==> src/rtl/irrl_pkg.sv <==
package irrl_pkg;
  localparam int CODE_W  = 8;
  localparam int LEN_W   = CODE_W - 1;
  localparam int RUN_MAX = 1 << LEN_W;

  typedef enum logic [1:0] {
    MODE_TPERIOD    = 2'b00,
    MODE_OVS        = 2'b01,
    MODE_OVS_RESYNC = 2'b10,
    MODE_FIFO_TEST  = 2'b11
  } irrl_mode_e;
endpackage

==> src/rtl/irrl_tick.sv <==
module irrl_tick #(
  parameter int DIV_W = 16
) (
  input  logic             clk,
  input  logic             rst_n,
  input  logic             en,
  input  logic [DIV_W-1:0] div,
  output logic             tick
);
  logic [DIV_W-1:0] cnt;
  logic [DIV_W-1:0] lim;

  assign lim  = (div == '0) ? '0 : div - DIV_W'(1);
  assign tick = en && (cnt == lim);

  always_ff @(posedge clk) begin
    if (!rst_n || !en || tick) cnt <= '0;
    else                       cnt <= cnt + DIV_W'(1);
  end
endmodule

==> src/rtl/irrl_runlen.sv <==
module irrl_runlen
  import irrl_pkg::*;
(
  input  logic              clk,
  input  logic              rst_n,
  input  logic              en,
  input  logic              tick,
  input  logic              rx_in,
  input  logic              invert,
  output logic              emit_v,
  output logic [CODE_W-1:0] emit_byte
);
  localparam logic [LEN_W-1:0] LEN_LAST = LEN_W'(RUN_MAX - 2);
  localparam logic [LEN_W-1:0] LEN_FULL = LEN_W'(RUN_MAX - 1);

  logic             sync_a, sync_b;
  logic             samp_bit;
  logic             have_run, cur_bit;
  logic [LEN_W-1:0] run_len;

  // energy (high) reads as 0 unless inverted
  assign samp_bit = ~sync_b ^ invert;

  always_ff @(posedge clk) begin
    if (!rst_n) begin
      sync_a <= 1'b0;
      sync_b <= 1'b0;
    end else begin
      sync_a <= rx_in;
      sync_b <= sync_a;
    end
  end

  always_ff @(posedge clk) begin
    if (!rst_n) begin
      have_run  <= 1'b0;
      cur_bit   <= 1'b0;
      run_len   <= '0;
      emit_v    <= 1'b0;
      emit_byte <= '0;
    end else begin
      emit_v <= 1'b0;
      if (!en) begin
        have_run <= 1'b0;
      end else if (tick) begin
        if (!have_run) begin
          have_run <= 1'b1;
          cur_bit  <= samp_bit;
          run_len  <= '0;
        end else if (samp_bit != cur_bit) begin
          emit_v    <= 1'b1;
          emit_byte <= {cur_bit, run_len};
          cur_bit   <= samp_bit;
          run_len   <= '0;
        end else if (run_len == LEN_LAST) begin
          emit_v    <= 1'b1;
          emit_byte <= {cur_bit, LEN_FULL};
          have_run  <= 1'b0;
        end else begin
          run_len <= run_len + LEN_W'(1);
        end
      end
    end
  end
endmodule

==> src/rtl/irrl_fifo.sv <==
module irrl_fifo #(
  parameter int W     = 8,
  parameter int DEPTH = 16
) (
  input  logic         clk,
  input  logic         rst_n,
  input  logic         push,
  input  logic [W-1:0] din,
  input  logic         pop,
  output logic [W-1:0] dout,
  output logic         full,
  output logic         empty
);
  localparam int AW = $clog2(DEPTH);

  logic [W-1:0] mem [DEPTH];
  logic [AW:0]  wp, rp;

  assign empty = (wp == rp);
  assign full  = (wp[AW] != rp[AW]) && (wp[AW-1:0] == rp[AW-1:0]);
  assign dout  = mem[rp[AW-1:0]];

  always_ff @(posedge clk) begin
    if (push && !full) mem[wp[AW-1:0]] <= din;
  end

  always_ff @(posedge clk) begin
    if (!rst_n) begin
      wp <= '0;
      rp <= '0;
    end else begin
      if (push && !full) wp <= wp + (AW+1)'(1);
      if (pop && !empty) rp <= rp + (AW+1)'(1);
    end
  end
endmodule

==> src/rtl/irrl_sampler.sv <==
module irrl_sampler
  import irrl_pkg::*;
#(
  parameter int DIV_W      = 16,
  parameter int FIFO_DEPTH = 16,
  parameter int TO_RUNS    = 4
) (
  input  logic              clk,
  input  logic              rst_n,
  input  logic              ir_rx,
  input  logic [DIV_W-1:0]  tper_div,
  input  logic              cfg_wr,
  input  logic [7:0]        cfg_wdata,
  output logic [7:0]        cfg_rdata,
  input  logic              stat_rd,
  output logic [7:0]        stat_rdata,
  output logic              code_valid,
  input  logic              code_ready,
  output logic [CODE_W-1:0] code_data
);
  localparam int TO_TICKS = TO_RUNS * RUN_MAX;
  localparam int TO_W     = $clog2(TO_TICKS + 1);

  irrl_mode_e        cfg_mode;
  logic              cfg_inv;
  logic              samp_en, tick;
  logic              emit_v;
  logic [CODE_W-1:0] emit_byte;
  logic              fifo_full, fifo_empty;
  logic              push_ok, pop_ok, ov_set, to_set;
  logic              ov_flag, to_flag;
  logic [TO_W-1:0]   to_cnt;
  logic              unused_cfg_bits;

  assign unused_cfg_bits = ^cfg_wdata[5:1];

  always_ff @(posedge clk) begin
    if (!rst_n) begin
      cfg_mode <= MODE_TPERIOD;
      cfg_inv  <= 1'b0;
    end else if (cfg_wr) begin
      cfg_mode <= irrl_mode_e'(cfg_wdata[7:6]);
      cfg_inv  <= cfg_wdata[0];
    end
  end

  assign samp_en = (cfg_mode == MODE_TPERIOD);

  irrl_tick #(.DIV_W(DIV_W)) u_tick (
    .clk(clk), .rst_n(rst_n), .en(samp_en), .div(tper_div), .tick(tick)
  );

  irrl_runlen u_run (
    .clk(clk), .rst_n(rst_n), .en(samp_en), .tick(tick), .rx_in(ir_rx),
    .invert(cfg_inv), .emit_v(emit_v), .emit_byte(emit_byte)
  );

  irrl_fifo #(.W(CODE_W), .DEPTH(FIFO_DEPTH)) u_fifo (
    .clk(clk), .rst_n(rst_n), .push(emit_v), .din(emit_byte),
    .pop(code_ready), .dout(code_data), .full(fifo_full), .empty(fifo_empty)
  );

  assign code_valid = ~fifo_empty;
  assign push_ok    = emit_v && !fifo_full;
  assign pop_ok     = code_valid && code_ready;
  assign ov_set     = emit_v && fifo_full;
  assign to_set     = !fifo_empty && !push_ok && !pop_ok && tick &&
                      (to_cnt == TO_W'(TO_TICKS - 1));

  // idle-time counter in T-periods
  always_ff @(posedge clk) begin
    if (!rst_n || fifo_empty || push_ok || pop_ok) to_cnt <= '0;
    else if (to_set)                               to_cnt <= '0;
    else if (tick)                                 to_cnt <= to_cnt + TO_W'(1);
  end

  always_ff @(posedge clk) begin
    if (!rst_n) begin
      ov_flag <= 1'b0;
      to_flag <= 1'b0;
    end else begin
      ov_flag <= (ov_flag && !stat_rd) || ov_set;
      to_flag <= (to_flag && !stat_rd) || to_set;
    end
  end

  assign stat_rdata = {5'b00000, to_flag, ov_flag, code_valid};
  assign cfg_rdata  = {cfg_mode, 5'b00000, cfg_inv};
endmodule

==> config.mk <==
export PLATFORM = sky130hd
export DESIGN_NAME = irrl_sampler
export DESIGN_NICKNAME = d
export VERILOG_FILES = /design/src/rtl/irrl_pkg.sv /design/src/rtl/irrl_tick.sv /design/src/rtl/irrl_runlen.sv /design/src/rtl/irrl_fifo.sv /design/src/rtl/irrl_sampler.sv
export SDC_FILE = /design/constraint.sdc
export NUM_CORES = 1
export LEC_CHECK = 0
export BUFFER_PORTS_ARGS = -buffer_cell sky130_fd_sc_hd__buf_2
export CORE_ASPECT_RATIO = 0.5
export CORE_UTILIZATION = 30
export DETAILED_ROUTE_END_ITERATION = 10
export GPL_TIMING_DRIVEN = 0
export PLACE_DENSITY = 0.43
export RECOVER_POWER = 50
export SETUP_SLACK_MARGIN = 0.15
export SLEW_MARGIN = 15
export SYNTH_ARGS = -nofsm -noshare
export SYNTH_HDL_FRONTEND = slang
export SYNTH_HIERARCHICAL = 1
export SYNTH_SLANG_ARGS = --single-unit
==> constraint.sdc <==
create_clock -name clk -period 5.1 [get_ports clk]
set_clock_uncertainty 0.05 [all_clocks]
set_input_delay 0.765 -clock clk [delete_from_list [all_inputs] [get_ports clk]]
set_output_delay 0.765 -clock clk [all_outputs]
set_load 0.01 [all_outputs]
==> results of run 1 <==
kinds of logic (layout without fill, tap and decap cells):
family	Yosys count	in the layout	share of synthesized area
AO/OA/AOI/OAI	92	92	0.0753
XOR/XNOR	41	41	0.0433
adder cells (fa/ha/maj)	10	10	0.0139
buffers and inverters	65	134	0.0413
flip-flops	193	193	0.570
multiplexers	59	59	0.131
other	1	10	0.000416
AND/OR/NAND/NOR	202	202	0.125
power by group through the flow:
stage	clock, mW	combinational, mW	sequential, mW
after floorplan	0	0.0581	1.69
after global placement	0	0.0889	1.69
after detailed placement	0	0.0894	1.69
after CTS	1.41	0.0898	1.65
after global routing	1.47	0.100	1.65
final	1.37	0.0892	1.65
state kept, by name, indices dropped and copies added, names as in the netlist, 2 cells and up, named ones only:
register         flops
u_run/run_len        7
u_fifo/mem         128
to_cnt              10
u_run/emit_byte      8
u_tick/cnt          16
u_fifo/rp            5
u_fifo/wp            5
cfg_mode             2
final timing paths:
check / start / endpoint
worst min-delay path: u_run/sync_a / u_run/sync_b
worst max-delay path: tper_div[6] / u_run/run_len[0]
worst max register to register: u_tick/cnt[13] / u_run/run_len[0]
worst min register to register: u_run/sync_a / u_run/sync_b
layer usage:
metal / vias up / share of wire / track usage
li1: 2702 / - / -
met1: 2780 / 0.49 / 0.198
met2: 69 / 0.47 / 0.219
met3: 13 / 0.030 / 0.0271
met4: 0 / 0.0089 / 0.0379
met5: - / 0 / 0
final cells by class:
| type | instances | share of cell area |
|---|---|---|
| buffer | 47 | 0.0293 |
| clock buffer | 17 | 0.0412 |
| clock inverter | 15 | 0.0164 |
| inverter | 18 | 0.00654 |
| multi-input combinational | 414 | 0.343 |
| sequential | 193 | 0.498 |
| tap | 391 | 0.0474 |
| timing repair buffer | 37 | 0.0178 |
synth_stat cells (8+ instances only):
cell type / number / share of area
a211oi_1: 10 / 0.0083
a21oi_1: 18 / 0.010
and2_1: 10 / 0.0069
and3_1: 20 / 0.014
buf_4: 14 / 0.012
clkbuf_1: 16 / 0.0067
dfxtp_1: 65 / 0.14
edfxtp_1: 128 / 0.43
ha_1: 10 / 0.014
inv_1: 18 / 0.0075
mux2i_1: 19 / 0.021
mux4_1: 24 / 0.070
mux4_2: 16 / 0.040
nand2_1: 47 / 0.020
nand2b_1: 8 / 0.0055
nand3_1: 28 / 0.016
nand4_1: 20 / 0.014
nor2_1: 22 / 0.0092
nor3_1: 11 / 0.0061
o21ai_0: 13 / 0.0072
o221a_2: 8 / 0.010
xnor2_1: 17 / 0.016
xor2_1: 22 / 0.021
through the flow:
step                       util  worst slack, ns
after CTS                 0.352            0.375
final                     0.353            0.583
after detailed placement  0.332          -0.0605
after global placement    0.332           -0.106
after floorplan               -            0.726
after global routing      0.353            0.213
timing repair:
item | in CTS | in global routing
endpoints found under the setup margin | 0 | 12
gates resized for setup | 0 | 1
setup buffers | 0 | 1
==> flow_metrics.env, run 1 <==
export IMPL_pwr_share_clk=0.440
export IMPL_postSynthCellCount=663
export IMPL_n_fill_cell=2895
export IMPL_crit_cells=15
export IMPL_stdcell_count=1132
export IMPL_place_area_um2=9730
export IMPL_dieArea_um2=30800
export IMPL_drt_iter0_drc=396
export IMPL_initial_core_util=0.308
export IMPL_cpPeakStageDelay_ns=0.57
export IMPL_violations="design-rule violations"
export IMPL_reg2regPathDepth=13
export IMPL_yosys_warnings=6
export IMPL_ios=55
export IMPL_cts_htree_levels=4
export IMPL_clock_latency_ns=0.44
export IMPL_yosysSeqAreaShare=0.570
export IMPL_mappedNetlistArea_um2=9020
export IMPL_worstSetupPathType="primary input to register"
export IMPL_seq_area_um2=5140
export IMPL_first_pass_iters=7
export IMPL_crit_family="simple AND/OR/NAND/NOR gates"
export IMPL_grt_usage=0.140
export IMPL_comb_power_share=0.029
export IMPL_root_buffer="clkbuf_16"
export IMPL_worstMarginPinSlew_ns=1.33
export IMPL_io_buffers=36
export IMPL_cp_num_buf_inv=4
export IMPL_synthArstFlopShare=0
export IMPL_clkTransAtPathRegs_ns=0.07
export IMPL_dpl_hpwl_um=14600
export IMPL_die_width_um=247
export IMPL_holdPathStages=1
export IMPL_cts_buffer_depth=2
export IMPL_fmax_ghz=0.221
export IMPL_vias=5564
export IMPL_switching_share=0.222
export IMPL_finalSetupViolations=0
export IMPL_core_area_um2=29300
export IMPL_period_share=0.886
export IMPL_worst_path_max_delay_cell="or4_4"
export IMPL_crit_fanout=10
export IMPL_drv_cap=0
export IMPL_antenna_diode_count=0
export IMPL_syn_area_per_cell_um2=13.6
export IMPL_cts_sinks=193
export IMPL_power_mw=3.11
export IMPL_numCtsBuffers=17
export IMPL_grt_pass1_vias=5414
export IMPL_outcome="finished, violations left"
export IMPL_final_layout_size_suffix_gt1_frac=0.167
export IMPL_hold_ws_ns=0.445
export IMPL_wl_um=20800
export IMPL_yosys_cell_types_count=68
export IMPL_maxSlewHeadroom=0.113
export IMPL_hold_violations=0
export IMPL_grt_max_degree=21
export IMPL_p_leak_nw=3.92
export IMPL_cp_arrival_ns=4.84
export IMPL_dp_cells=1099
export IMPL_wire_per_inst_um=18.4
export IMPL_drc_errors=2
export IMPL_internal_power_mw=2.42
export IMPL_vias_per_cell=4.92
export IMPL_holdBufCountCts=0
export IMPL_rsz0062_at_grt="false"
export IMPL_gp_congestion=0.767
export IMPL_hold_path_class="register to register"
export IMPL_die_h_um=125
export IMPL_setup_tns_ns=0
export IMPL_peakVddDrop_mv=0.174
export IMPL_layout_commonest_cell="edfxtp_1"
export IMPL_synth_edf_count=128
export IMPL_critical_path_cell_chain="buf_2 -> or4_4 -> or4b_1 -> clkbuf_2 -> mux2i_1 -> a2111oi_0 -> nand4_1 -> nor4_4 -> buf_6 -> and2_1 -> buf_2 -> and3_1 -> nand3_1 -> or3_1 -> nand3_1"
export IMPL_fin_nets=768
export IMPL_grt_pass1_wl_um=32300
export IMPL_core_rowCount=44
export IMPL_reg2reg_slack_ns=1.35
export IMPL_syn2layout_area_growth_pct=14.4
export IMPL_mostFrequentLayoutCells="edfxtp_1 (128), dfxtp_1 (65), nand2_1 (47), buf_2 (36), nand3_1 (28)"
export IMPL_powerDensity_nw_per_um2=302
export IMPL_multi_input_area_um2=3540
export IMPL_synth_seq_cells=193
export IMPL_antenna_found_initial=0
export IMPL_crit_required_ns=5.43
export IMPL_ant_nets=0
export IMPL_grt_overflow_total=0
export IMPL_tritoncts="done"
export IMPL_drv_slew=0
export IMPL_sequentialPowerShare=0.531
export IMPL_yosys_most_used_dff="edfxtp_1"
export IMPL_fin_crit_ns=4.52
export IMPL_switching_power_uw=692
export IMPL_endpoint_kind="register"
export IMPL_design_area_um2=10300
export IMPL_startpoint_type="primary input"
No activity file was read; power rests on OpenSTA's default activity.
==> run 2, diff against run 1 <==
--- a/config.mk
+++ b/config.mk
@@ -11,10 +11,10 @@
 export DETAILED_ROUTE_END_ITERATION = 10
 export GPL_TIMING_DRIVEN = 0
 export PLACE_DENSITY = 0.43
-export RECOVER_POWER = 50
 export SETUP_SLACK_MARGIN = 0.15
 export SLEW_MARGIN = 15
 export SYNTH_ARGS = -nofsm -noshare
 export SYNTH_HDL_FRONTEND = slang
 export SYNTH_HIERARCHICAL = 1
 export SYNTH_SLANG_ARGS = --single-unit
+export TNS_END_PERCENT = 20
==> run 2 against run 1 <==
Against the previous run:
- highest routed layer unchanged
- critical endpoint unchanged
- non-clock buffer count unchanged
- sequential share of layout area down 0.066 points
- routed wire length about the same
- first-iteration DRC count down 3.0%
- critical path depth unchanged
- setup slack better by 0.0021 ns
- clock power about the same
- the flow still finishes with violations (design-rule violations)
- power about the same
- die area unchanged
==> flow_metrics.env, run 2 (synthesized netlist as in run 1, its figures left out) <==
export IMPL_mostFrequentLayoutCells="edfxtp_1 (128), dfxtp_1 (65), nand2_1 (47), buf_2 (41), nand3_1 (28)"
export IMPL_drt_iter0_drc=384
export IMPL_comb_power_share=0.029
export IMPL_fmax_ghz=0.221
export IMPL_maxSlewHeadroom=0.464
export IMPL_outcome="finished, violations left"
export IMPL_drc_errors=2
export IMPL_switching_share=0.222
export IMPL_crit_required_ns=5.43
export IMPL_worstSetupPathType="primary input to register"
export IMPL_fin_nets=768
export IMPL_gp_congestion=0.767
export IMPL_grt_pass1_wl_um=32300
export IMPL_cts_htree_levels=4
export IMPL_cp_endpoint="u_run/run_len[0]"
export IMPL_worstMarginPinSlew_ns=0.803
export IMPL_ios=55
export IMPL_multi_input_area_um2=3550
export IMPL_reg2reg_from="u_tick/cnt[13]"
export IMPL_crit_fanout=10
export IMPL_layout_commonest_cell="edfxtp_1"
export IMPL_power_mw=3.12
export IMPL_die_h_um=125
export IMPL_grt_overflow_total=0
export IMPL_powerDensity_nw_per_um2=301
export IMPL_sequentialPowerShare=0.531
export IMPL_vias_per_cell=4.91
export IMPL_root_buffer="clkbuf_16"
export IMPL_drv_slew=0
export IMPL_final_layout_size_suffix_gt1_frac=0.177
export IMPL_core_area_um2=29300
export IMPL_hold_ws_ns=0.429
export IMPL_seq_area_um2=5140
export IMPL_largest_reg_flops=128
export IMPL_reg2reg_slack_ns=1.35
export IMPL_holdBufCountCts=0
export IMPL_fin_util=0.353
export IMPL_numCtsBuffers=17
export IMPL_wl_um=20800
export IMPL_core_rowCount=44
export IMPL_crit_path_start="tper_div[6]"
export IMPL_period_share=0.885
export IMPL_fin_crit_ns=4.51
export IMPL_reg2regPathDepth=13
export IMPL_io_buffers=36
export IMPL_antenna_diode_count=0
export IMPL_finalSetupViolations=0
export IMPL_cts_buffer_depth=2
export IMPL_rsz0062_at_grt="false"
export IMPL_hold_path_class="register to register"
export IMPL_internal_power_mw=2.42
export IMPL_grt_max_degree=21
export IMPL_drv_cap=0
export IMPL_initial_core_util=0.308
export IMPL_cp_arrival_ns=4.84
export IMPL_dieArea_um2=30800
export IMPL_dpl_hpwl_um=14600
export IMPL_tritoncts="done"
export IMPL_n_fill_cell=2896
export IMPL_die_width_um=247
export IMPL_cts_sinks=193
export IMPL_peakVddDrop_mv=0.174
export IMPL_wire_per_inst_um=18.4
export IMPL_ant_nets=0
export IMPL_startpoint_type="primary input"
export IMPL_grt_usage=0.140
export IMPL_p_leak_nw=3.94
export IMPL_first_pass_iters=7
export IMPL_clock_latency_ns=0.44
export IMPL_vias=5557
export IMPL_hold_violations=0
export IMPL_clkTransAtPathRegs_ns=0.07
export IMPL_antenna_found_initial=0
export IMPL_violations="design-rule violations"
export IMPL_pwr_share_clk=0.440
export IMPL_endpoint_kind="register"
export IMPL_grt_pass1_vias=5414
export IMPL_worst_r2r_endpoint="u_run/run_len[0]"
export IMPL_switching_power_uw=693
export IMPL_syn2layout_area_growth_pct=14.6
-- run 2: changes by cell type in the layout (fill, tap and decap cells not counted), moves of 3 or more --
cell      before  now
buf_2         36   41
clkbuf_1      21   16
and2_0         3    0
and2_1         7   10
buf_4         12   15
clkbuf_4       3    0
-- run 2: metal layers --
layer  global-route usage  part of all wire
met2                0.219              0.47
met1                0.198              0.49
met4               0.0379            0.0091
met5                    0                 0
met3               0.0271             0.034
-- run 2: worst min-delay path by stage --
stage | start | to | slack [ns] | depth (start not counted)
after detailed placement | u_run/sync_a | u_run/sync_b | 0.43 | 1
after global placement | u_run/sync_a | u_run/sync_b | 0.44 | 1
final | u_run/sync_a | u_run/sync_b | 0.43 | 1
after floorplan | u_run/sync_a | u_run/sync_b | 0.36 | 1
after CTS | u_run/sync_a | u_run/sync_b | 0.45 | 1
after global routing | u_run/sync_a | u_run/sync_b | 0.44 | 1
-- run 2: repair_timing --
item,in CTS,in global routing
endpoints found under the setup margin,0,12
setup buffers,0,1
resized for setup,0,1
-- run 2: power groups by stage --
stage          clock, mW  combinational [mW]  sequential (mW)
6_report            1.37              0.0897             1.65
5_1_grt             1.47               0.101             1.65
4_1_cts             1.41              0.0898             1.65
3_5_place_dp           0              0.0894             1.69
3_3_place_gp           0              0.0889             1.69
2_1_floorplan          0              0.0581             1.69
-- run 2: worst max-delay path: stages --
cell and delay [ns]:
buf_2 0.15, or4_4 0.57, or4b_1 0.53, clkbuf_2 0.19, mux2i_1 0.14, a2111oi_0 0.42, nand4_1 0.23, nor4_4 0.41
buf_6 0.20, and2_1 0.15, buf_2 0.18, and3_1 0.27, nand3_1 0.19, or3_1 0.36, nand3_1 0.09
-- run 2: cell type report --
class                           count  area share
Sequential cell                   193       0.498
Multi-Input combinational cell    414       0.343
Tap cell                          391      0.0473
Clock buffer                       17      0.0411
Buffer                             47      0.0295
Timing Repair Buffer               37      0.0182
Clock inverter                     15      0.0163
Inverter                           18     0.00653
-- run 2: metrics by stage --
stage	instance area, µm²	setup TNS [ns]	cells	setup WS (ns)
6_report	10300	0	1132	0.585
5_1_grt	10300	0	1132	0.213
4_1_cts	10300	0	1131	0.375
3_5_place_dp	9730	-0.307	1099	-0.0605
3_3_place_gp	9730	-0.729	1099	-0.106
2_1_floorplan	9060	0	672	0.726
